## config.mk

```make
export PLATFORM = sky130hd
export DESIGN_NAME = inl_estimator
export DESIGN_NICKNAME = d
export VERILOG_FILES = /design/src/rtl/inl_pkg.sv /design/src/rtl/inl_hist_bins.sv /design/src/rtl/inl_seq_div.sv /design/src/rtl/inl_estimator.sv
export SDC_FILE = /design/constraint.sdc
export NUM_CORES = 1
export LEC_CHECK = 0
export BUFFER_PORTS_ARGS = -buffer_cell sky130_fd_sc_hd__buf_2
export CAP_MARGIN = 40
export CORE_MARGIN = 5
export CORE_UTILIZATION = 45
export DETAILED_ROUTE_END_ITERATION = 8
export SYNTH_ARGS = -nofsm -noshare
export SYNTH_HDL_FRONTEND = slang
export SYNTH_SLANG_ARGS = --single-unit
```

## constraint.sdc

```tcl
create_clock -name clk -period 8.4 [get_ports clk]
set_input_delay 2.1 -clock clk [delete_from_list [all_inputs] [get_ports clk]]
set_output_delay 2.1 -clock clk [all_outputs]
set_load 0.005 [all_outputs]
```

## src/rtl/inl_pkg.sv

```systemverilog
package inl_pkg;
    typedef enum logic [2:0] {
        ST_IDLE,
        ST_CAPTURE,
        ST_SUM,
        ST_CHECK,
        ST_DIV_GO,
        ST_DIV_WAIT,
        ST_DONE,
        ST_FAULT
    } inl_state_t;
endpackage

```

## src/rtl/inl_hist_bins.sv

```systemverilog
module inl_hist_bins #(
    parameter int CODE_W = 4,
    parameter int CNT_W  = 12
) (
    input  logic              clk,
    input  logic              rst_n,
    input  logic              clear,
    input  logic              inc_en,
    input  logic [CODE_W-1:0] inc_idx,
    input  logic [CODE_W-1:0] rd_idx,
    output logic [CNT_W-1:0]  rd_cnt,
    output logic              sat_hit
);
    localparam int NBINS = 1 << CODE_W;
    localparam logic [CNT_W-1:0] CNT_MAX = {CNT_W{1'b1}};

    logic [CNT_W-1:0] bin_w [NBINS];

    for (genvar g = 0; g < NBINS; g++) begin : g_bin
        logic [CNT_W-1:0] cnt_q;
        always_ff @(posedge clk or negedge rst_n) begin
            if (!rst_n)
                cnt_q <= '0;
            else if (clear)
                cnt_q <= '0;
            else if (inc_en && inc_idx == CODE_W'(g) && cnt_q != CNT_MAX)
                cnt_q <= cnt_q + 1'b1;
        end
        assign bin_w[g] = cnt_q;
    end

    assign rd_cnt  = bin_w[rd_idx];
    assign sat_hit = inc_en && (bin_w[inc_idx] == CNT_MAX);
endmodule

```

## src/rtl/inl_seq_div.sv

```systemverilog
module inl_seq_div #(
    parameter int NUM_W = 28,
    parameter int DEN_W = 16,
    parameter int QUO_W = 13
) (
    input  logic             clk,
    input  logic             rst_n,
    input  logic             abort,
    input  logic             go,
    input  logic [NUM_W-1:0] dividend,
    input  logic [DEN_W-1:0] divisor,
    output logic             fin,
    output logic [QUO_W-1:0] quotient
);
    localparam int CW = $clog2(NUM_W + 1);

    logic [DEN_W-1:0] rem_q;
    logic [NUM_W-1:0] dq_q;
    logic [CW-1:0]    left_q;
    logic             run_q;
    logic [DEN_W:0]   trial;
    logic             fits;

    assign trial = {rem_q, dq_q[NUM_W-1]};
    assign fits  = trial >= {1'b0, divisor};

    always_ff @(posedge clk or negedge rst_n) begin
        if (!rst_n) begin
            rem_q  <= '0;
            dq_q   <= '0;
            left_q <= '0;
            run_q  <= 1'b0;
            fin    <= 1'b0;
        end else begin
            fin <= 1'b0;
            if (abort) begin
                run_q <= 1'b0;
            end else if (go) begin
                rem_q  <= '0;
                dq_q   <= dividend;
                left_q <= CW'(NUM_W);
                run_q  <= 1'b1;
            end else if (run_q) begin
                rem_q  <= fits ? DEN_W'(trial - {1'b0, divisor}) : trial[DEN_W-1:0];
                dq_q   <= {dq_q[NUM_W-2:0], fits};
                left_q <= left_q - 1'b1;
                if (left_q == CW'(1)) begin
                    run_q <= 1'b0;
                    fin   <= 1'b1;
                end
            end
        end
    end

    assign quotient = dq_q[QUO_W-1:0];
endmodule

```

## src/rtl/inl_estimator.sv

```systemverilog
module inl_estimator
    import inl_pkg::*;
#(
    parameter int CODE_W = 4,
    parameter int CNT_W  = 12,
    parameter int FRAC_W = 8
) (
    input  logic                             clk,
    input  logic                             rst_n,
    input  logic                             start,
    input  logic                             code_valid,
    input  logic [CODE_W-1:0]                code,
    input  logic                             capture_end,
    output logic                             inl_valid,
    output logic [CODE_W-1:0]                inl_code,
    output logic signed [CODE_W+FRAC_W:0]    inl_value,
    output logic                             done,
    output logic                             err_flag,
    output logic                             sat_flag,
    output logic [CODE_W+FRAC_W:0]           max_abs_inl,
    output logic [CODE_W-1:0]                max_code
);
    localparam int NBINS = 1 << CODE_W;
    localparam int SUM_W = CNT_W + CODE_W;
    localparam int NUM_W = SUM_W + CODE_W + FRAC_W;
    localparam int OUT_W = CODE_W + FRAC_W + 1;
    localparam logic [CODE_W-1:0] LAST_SUM  = CODE_W'(NBINS - 2);
    localparam logic [CODE_W-1:0] LAST_CODE = CODE_W'(NBINS - 1);

    inl_state_t state, nstate;

    logic [CODE_W-1:0] idx_q;
    logic [SUM_W-1:0]  total_q, t1_q, run_q;
    logic [CNT_W-1:0]  rd_cnt;
    logic              sat_hit;
    logic              div_fin;
    logic [OUT_W-1:0]  quot;
    logic [SUM_W-1:0]  span, rise;
    logic [NUM_W-1:0]  dividend;
    logic [OUT_W-1:0]  kofs;
    logic signed [OUT_W-1:0] new_inl;
    logic [OUT_W-1:0]  new_abs;

    inl_hist_bins #(.CODE_W(CODE_W), .CNT_W(CNT_W)) u_bins (
        .clk     (clk),
        .rst_n   (rst_n),
        .clear   (start),
        .inc_en  (state == ST_CAPTURE && code_valid),
        .inc_idx (code),
        .rd_idx  (idx_q),
        .rd_cnt  (rd_cnt),
        .sat_hit (sat_hit)
    );

    assign span     = total_q - t1_q;
    assign rise     = run_q - t1_q;
    assign dividend = (NUM_W'(rise) * NUM_W'(NBINS - 2)) << FRAC_W;

    inl_seq_div #(.NUM_W(NUM_W), .DEN_W(SUM_W), .QUO_W(OUT_W)) u_div (
        .clk      (clk),
        .rst_n    (rst_n),
        .abort    (start),
        .go       (state == ST_DIV_GO),
        .dividend (dividend),
        .divisor  (span),
        .fin      (div_fin),
        .quotient (quot)
    );

    assign kofs    = OUT_W'(idx_q - 1'b1) << FRAC_W;
    assign new_inl = $signed(quot) - $signed(kofs);
    assign new_abs = new_inl[OUT_W-1] ? OUT_W'(-new_inl) : OUT_W'(new_inl);

    // state register
    always_ff @(posedge clk or negedge rst_n) begin
        if (!rst_n)
            state <= ST_IDLE;
        else
            state <= nstate;
    end

    // transitions
    always_comb begin
        nstate = state;
        if (start) begin
            nstate = ST_CAPTURE;
        end else begin
            unique case (state)
                ST_IDLE:     nstate = ST_IDLE;
                ST_CAPTURE:  if (capture_end) nstate = ST_SUM;
                ST_SUM:      if (idx_q == LAST_SUM) nstate = ST_CHECK;
                ST_CHECK:    nstate = (total_q == t1_q) ? ST_FAULT : ST_DIV_GO;
                ST_DIV_GO:   nstate = ST_DIV_WAIT;
                ST_DIV_WAIT: if (div_fin) nstate = (idx_q == LAST_CODE) ? ST_DONE : ST_DIV_GO;
                ST_DONE:     nstate = ST_DONE;
                ST_FAULT:    nstate = ST_FAULT;
            endcase
        end
    end

    // datapath and outputs
    always_ff @(posedge clk or negedge rst_n) begin
        if (!rst_n) begin
            idx_q       <= '0;
            total_q     <= '0;
            t1_q        <= '0;
            run_q       <= '0;
            inl_valid   <= 1'b0;
            inl_code    <= '0;
            inl_value   <= '0;
            err_flag    <= 1'b0;
            sat_flag    <= 1'b0;
            max_abs_inl <= '0;
            max_code    <= CODE_W'(1);
        end else begin
            inl_valid <= 1'b0;
            if (start) begin
                idx_q       <= '0;
                total_q     <= '0;
                t1_q        <= '0;
                run_q       <= '0;
                err_flag    <= 1'b0;
                sat_flag    <= 1'b0;
                max_abs_inl <= '0;
                max_code    <= CODE_W'(1);
            end else begin
                unique case (state)
                    ST_CAPTURE: begin
                        if (sat_hit) sat_flag <= 1'b1;
                    end
                    ST_SUM: begin
                        total_q <= total_q + SUM_W'(rd_cnt);
                        if (idx_q == '0) t1_q <= SUM_W'(rd_cnt);
                        idx_q <= idx_q + 1'b1;
                    end
                    ST_CHECK: begin
                        idx_q <= CODE_W'(1);
                        run_q <= t1_q;
                        if (total_q == t1_q) err_flag <= 1'b1;
                    end
                    ST_DIV_WAIT: begin
                        if (div_fin) begin
                            inl_valid <= 1'b1;
                            inl_code  <= idx_q;
                            inl_value <= new_inl;
                            if (new_abs > max_abs_inl) begin
                                max_abs_inl <= new_abs;
                                max_code    <= idx_q;
                            end
                            run_q <= run_q + SUM_W'(rd_cnt);
                            idx_q <= idx_q + 1'b1;
                        end
                    end
                    ST_IDLE, ST_DIV_GO, ST_DONE, ST_FAULT: begin
                    end
                endcase
            end
        end
    end

    assign done = (state == ST_DONE) || (state == ST_FAULT);
endmodule

```

==> implementation parameters <==
Parameter                              Value

Run status
  Result of the run ... complete, no violations

Placement
  Placed Instances ... 2896
  Final Wtd Congestion ... 0.906
  IO buf count ... between 40 and 50
  Placed wire-length estimate after detailed placement ... 42.5 mm

Setup path
  CP Data Required Time ... 8.85 ns
  CP startpoint ... total_q[0]$_DFFE_PN0P_
  Classification of the worst setup path ... flip-flop to flip-flop
  Worst Path Max Fanout ... 10
  Category of the worst setup path launch point ... flip-flop
  Critical Path Max Stage Delay ... roughly 0.47 ns
  Arrival time of the worst setup path ... 5.30 ns
  Buf/Inv on CP ... 3
  Startpoint of the most critical register-to-register path ... total_q[0]$_DFFE_PN0P_
  Delay-heaviest family, CP ... compound AO/OA/AOI/OAI gates
  Cells traversed along the worst timing path ... inv_1 -> ha_1 -> inv_1 -> fa_1 -> a21o_1 -> a21oi_1 -> o21ai_1 -> a31o_2 -> a211oi_1 -> o21bai_1 -> a2111oi_1 -> xnor2_1 -> ha_1 -> a21o_1 -> a211oi_1 -> nand2_1 -> a31o_1 -> buf_8 -> mux2i_1 -> a22o_1
  Sort of element at the end of the critical path ... flip-flop
  Max stage delay cell, worst path ... sky130_fd_sc_hd__a2111oi_1

Logic synthesis
  Share of flip-flops with an asynchronous set or reset ... 1.00
  Post-synthesis instance area ... 0.0218 mm²
  Fraction of post-synthesis cell area in the top cell type by area ... 0.380
  Synth area leaders ... sky130_fd_sc_hd__dfrtp_1 (38%), sky130_fd_sc_hd__ha_1 (7.6%), sky130_fd_sc_hd__mux4_2 (6.3%)
  Syn_area_per_cell ... 9.46 µm²
  Sequential area share after synthesis ... 0.381
  Primary FF master, synth ... sky130_fd_sc_hd__dfrtp_1
  Post-synth cell types ... 86
  Count of flip-flops with a built-in enable after synthesis ... 0
  Top cells by instance count after synthesis ... sky130_fd_sc_hd__dfrtp_1 (330), sky130_fd_sc_hd__nor2_1 (285), sky130_fd_sc_hd__nand2_1 (237), sky130_fd_sc_hd__xor2_1 (145), sky130_fd_sc_hd__ha_1 (132)
  Count of yosys warnings during synthesis ... 0
  Net count after synthesis ... 2452
  Library cell with the largest summed area after synthesis ... sky130_fd_sc_hd__dfrtp_1
  Number of cells produced by synthesis ... 2300
  Register bit total from synthesis ... 331
  Most numerous cell in the Yosys netlist ... sky130_fd_sc_hd__dfrtp_1

Timing
  RSZ-0062 raised after global routing ... false
  Final critical delay including setup and external delays ... between 4 and 5 ns
  Final sum of negative setup slack ... 0 ns
  Remaining max-slew budget at the tightest pin ... 0.417
  Max Clk Rate ... ~200 MHz
  Count of endpoints failing hold in the final timing report ... 0
  Final Max Slew Viols ... 0
  Measured slew at the worst slew-check pin ... 0.875 ns
  Ratio of final minimum period to clock period ... 0.578
  Skew final ... 0.0244 ns
  Final number of setup-violating endpoints ... 0

Power
  Power density over cell area ... 253 mW/mm²
  Leakage power figure ... about 11 nW
  Worst ir drop on vdd ... 0.204 mV

Die
  Floorplan core area ... 0.0477 mm²
  Effective utilization at floorplan ... 0.456
  Vertical die dimension ... 230 µm
  Number of placement rows ... 80
  Total Die Area ... around 0.053 mm²
  # IOs ... 47
  Die width ... 230 µm

Global routing
  Overall overflow remaining after global route ... 0
  Number of global-route vias before repair ... around 17000
  Maximum number of pins on one net before global-route repair ... 111
  First-pass GRT wire length ... 93.7 mm
  Initial antenna violation count ... 1
  Total global routing track utilization ... 0.217

Clock network
  Maximum buffer depth of the clock tree ... 3
  CTS tree ... done
  Clock buffers created by TritonCTS ... 40
  Number of buffers inserted to repair setup after CTS ... 0
  Clk Latency, worst-skew pair ... 0.56 ns
  Gates resized, CTS repair ... 0
  CTS Hold Bufs ... 0
  Level count of the clock H-tree ... 2
  Clock-pin transition on the worst setup and hold timing paths ... approximately 0.060 ns
  Clock root buffer ... sky130_fd_sc_hd__clkbuf_16
  Sinks on the clock net ... 331

Drt
  Number of optimization iterations in the first detailed-route pass ... 5
  Final wirelength ... 57.7 mm
  Vias after detailed routing ... 17300
  Count of antenna-violating nets left after detailed routing ... 0
  Via-to-Cell Ratio ... 5.83
  DR DRC count ... 0
  DR iter-0 viols ... 1437
  Mean routed wirelength per cell ... 19.4 µm

Layout
  P&R area growth vs syn ... 10.3%
  Fraction of final layout cells with drive strength greater than 1 ... 0.0934
  Count of placed standard cells in the final layout, fillers left out ... 2971
  Final net count ... ~2500

Worst hold path
  Type of the tightest min-delay check ... flip-flop to flip-flop
  Critical hold path startpoint ... inl_value[3]$_DFFE_PN0P_

Job
  Max-capacitance violation count ... 0
[layout make-up]
class / instances / area [µm²]
multi-input combinational: 1802 / 12800
antenna: 1 / 2.50
fill: 4461 / 23700
clock buffer: 62 / 1210
sequential: 331 / 8290
clock inverter: 12 / 103
timing repair buffer: 65 / 479
inverter: 83 / 312
tap: 615 / 769
[worst reg2reg max path: cells and delay by family, from the launching register on]
kind / cells / cell delay, ns
AOI/OAI and AO/OA: 11 / 2.74
xor gates and xnor gates: 1 / 0.19
adders and majority gates: 3 / 0.87
buffers and inverters: 3 / 0.36
DFF: 1 / 0.39
muxes: 1 / 0.13
and+or+nand+nor: 1 / 0.08
[through the flow]
| step | hold WS, ns | power (mW) | worst slack [ns] | cell area, µm² | utilization |
|---|---|---|---|---|---|
| after floorplan | 0.470 | 3.79 | 3.15 | 21800 | - |
| after detailed placement | 0.459 | 4.37 | 3.56 | 22700 | 0.475 |
| after global routing | 0.487 | 6.47 | 3.22 | 24000 | 0.503 |
| final | 0.470 | 6.07 | 3.55 | 24000 | 0.503 |
| after global placement | 0.456 | 4.28 | 3.52 | 22600 | 0.473 |
| after CTS | 0.473 | 6.14 | 3.55 | 24000 | 0.503 |
[report_power, final]
part	total (mW)	leakage, nW	internal [mW]	switching (mW)
logic	2.52	5.36	1.13	1.39
registers	1.82	4.55	1.71	0.117
clock network	1.73	0.652	1.03	0.700
[layer usage]
layer  part of all wire  GRT usage  routed length, µm
met4              0.034     0.0717               1940
met3              0.058     0.0394               3330
met2               0.47      0.358              27200
met5            0.00031          0                 18
met1               0.44      0.291              25200
[cell usage in the layout (no fill, tap or decap), types with 53 or more instances in the layout]
cell type and n:
sky130_fd_sc_hd__a21oi_1 106, sky130_fd_sc_hd__dfrtp_1 328, sky130_fd_sc_hd__ha_1 132, sky130_fd_sc_hd__inv_1 80, sky130_fd_sc_hd__mux4_2 61, sky130_fd_sc_hd__nand2_1 237
sky130_fd_sc_hd__nand3_1 92, sky130_fd_sc_hd__nand4_1 53, sky130_fd_sc_hd__nor2_1 284, sky130_fd_sc_hd__o21ai_0 67, sky130_fd_sc_hd__xnor2_1 110, sky130_fd_sc_hd__xor2_1 145
[flip-flops by register name, summed over array words and instances (netlist names), 3 cells and up]
name and cells:
inl_code 4, max_abs_inl 13, u_bins.g_bin.cnt_q 192, inl_value 13
max_code 4, total_q 16, u_div.dq_q 28, u_div.left_q 5
u_div.rem_q 16, run_q 16, idx_q 4, state 3
t1_q 12
[cells by family (layout without fill, tap and decap cells)]
family / after synthesis / count (layout) / share of synthesized area
AO/OA/AOI/OAI: 400 / 400 / 0.119
XOR/XNOR: 255 / 255 / 0.103
adder cells (fa/ha/maj): 143 / 143 / 0.0860
buffers and inverters: 167 / 222 / 0.0303
flip-flops: 331 / 331 / 0.381
multiplexers: 111 / 111 / 0.0861
other: 0 / 1 / 0
AND/OR/NAND/NOR: 893 / 893 / 0.195
[final timing paths]
check	to	slack (ns)	depth (start not counted)
worst min-delay path	inl_value[3]$_DFFE_PN0P_	0.47	2
worst min register to register	inl_value[3]$_DFFE_PN0P_	0.47	2
min in group asynchronous	max_abs_inl[6]$_DFFE_PN0P_	1.60	1
worst max register to register	u_div.rem_q[1]$_DFFE_PN0P_	3.55	20
worst max-delay path	u_div.rem_q[1]$_DFFE_PN0P_	3.55	20
max in group asynchronous	total_q[5]$_DFFE_PN0P_	5.57	3
Power figures use the tool's default switching activity.
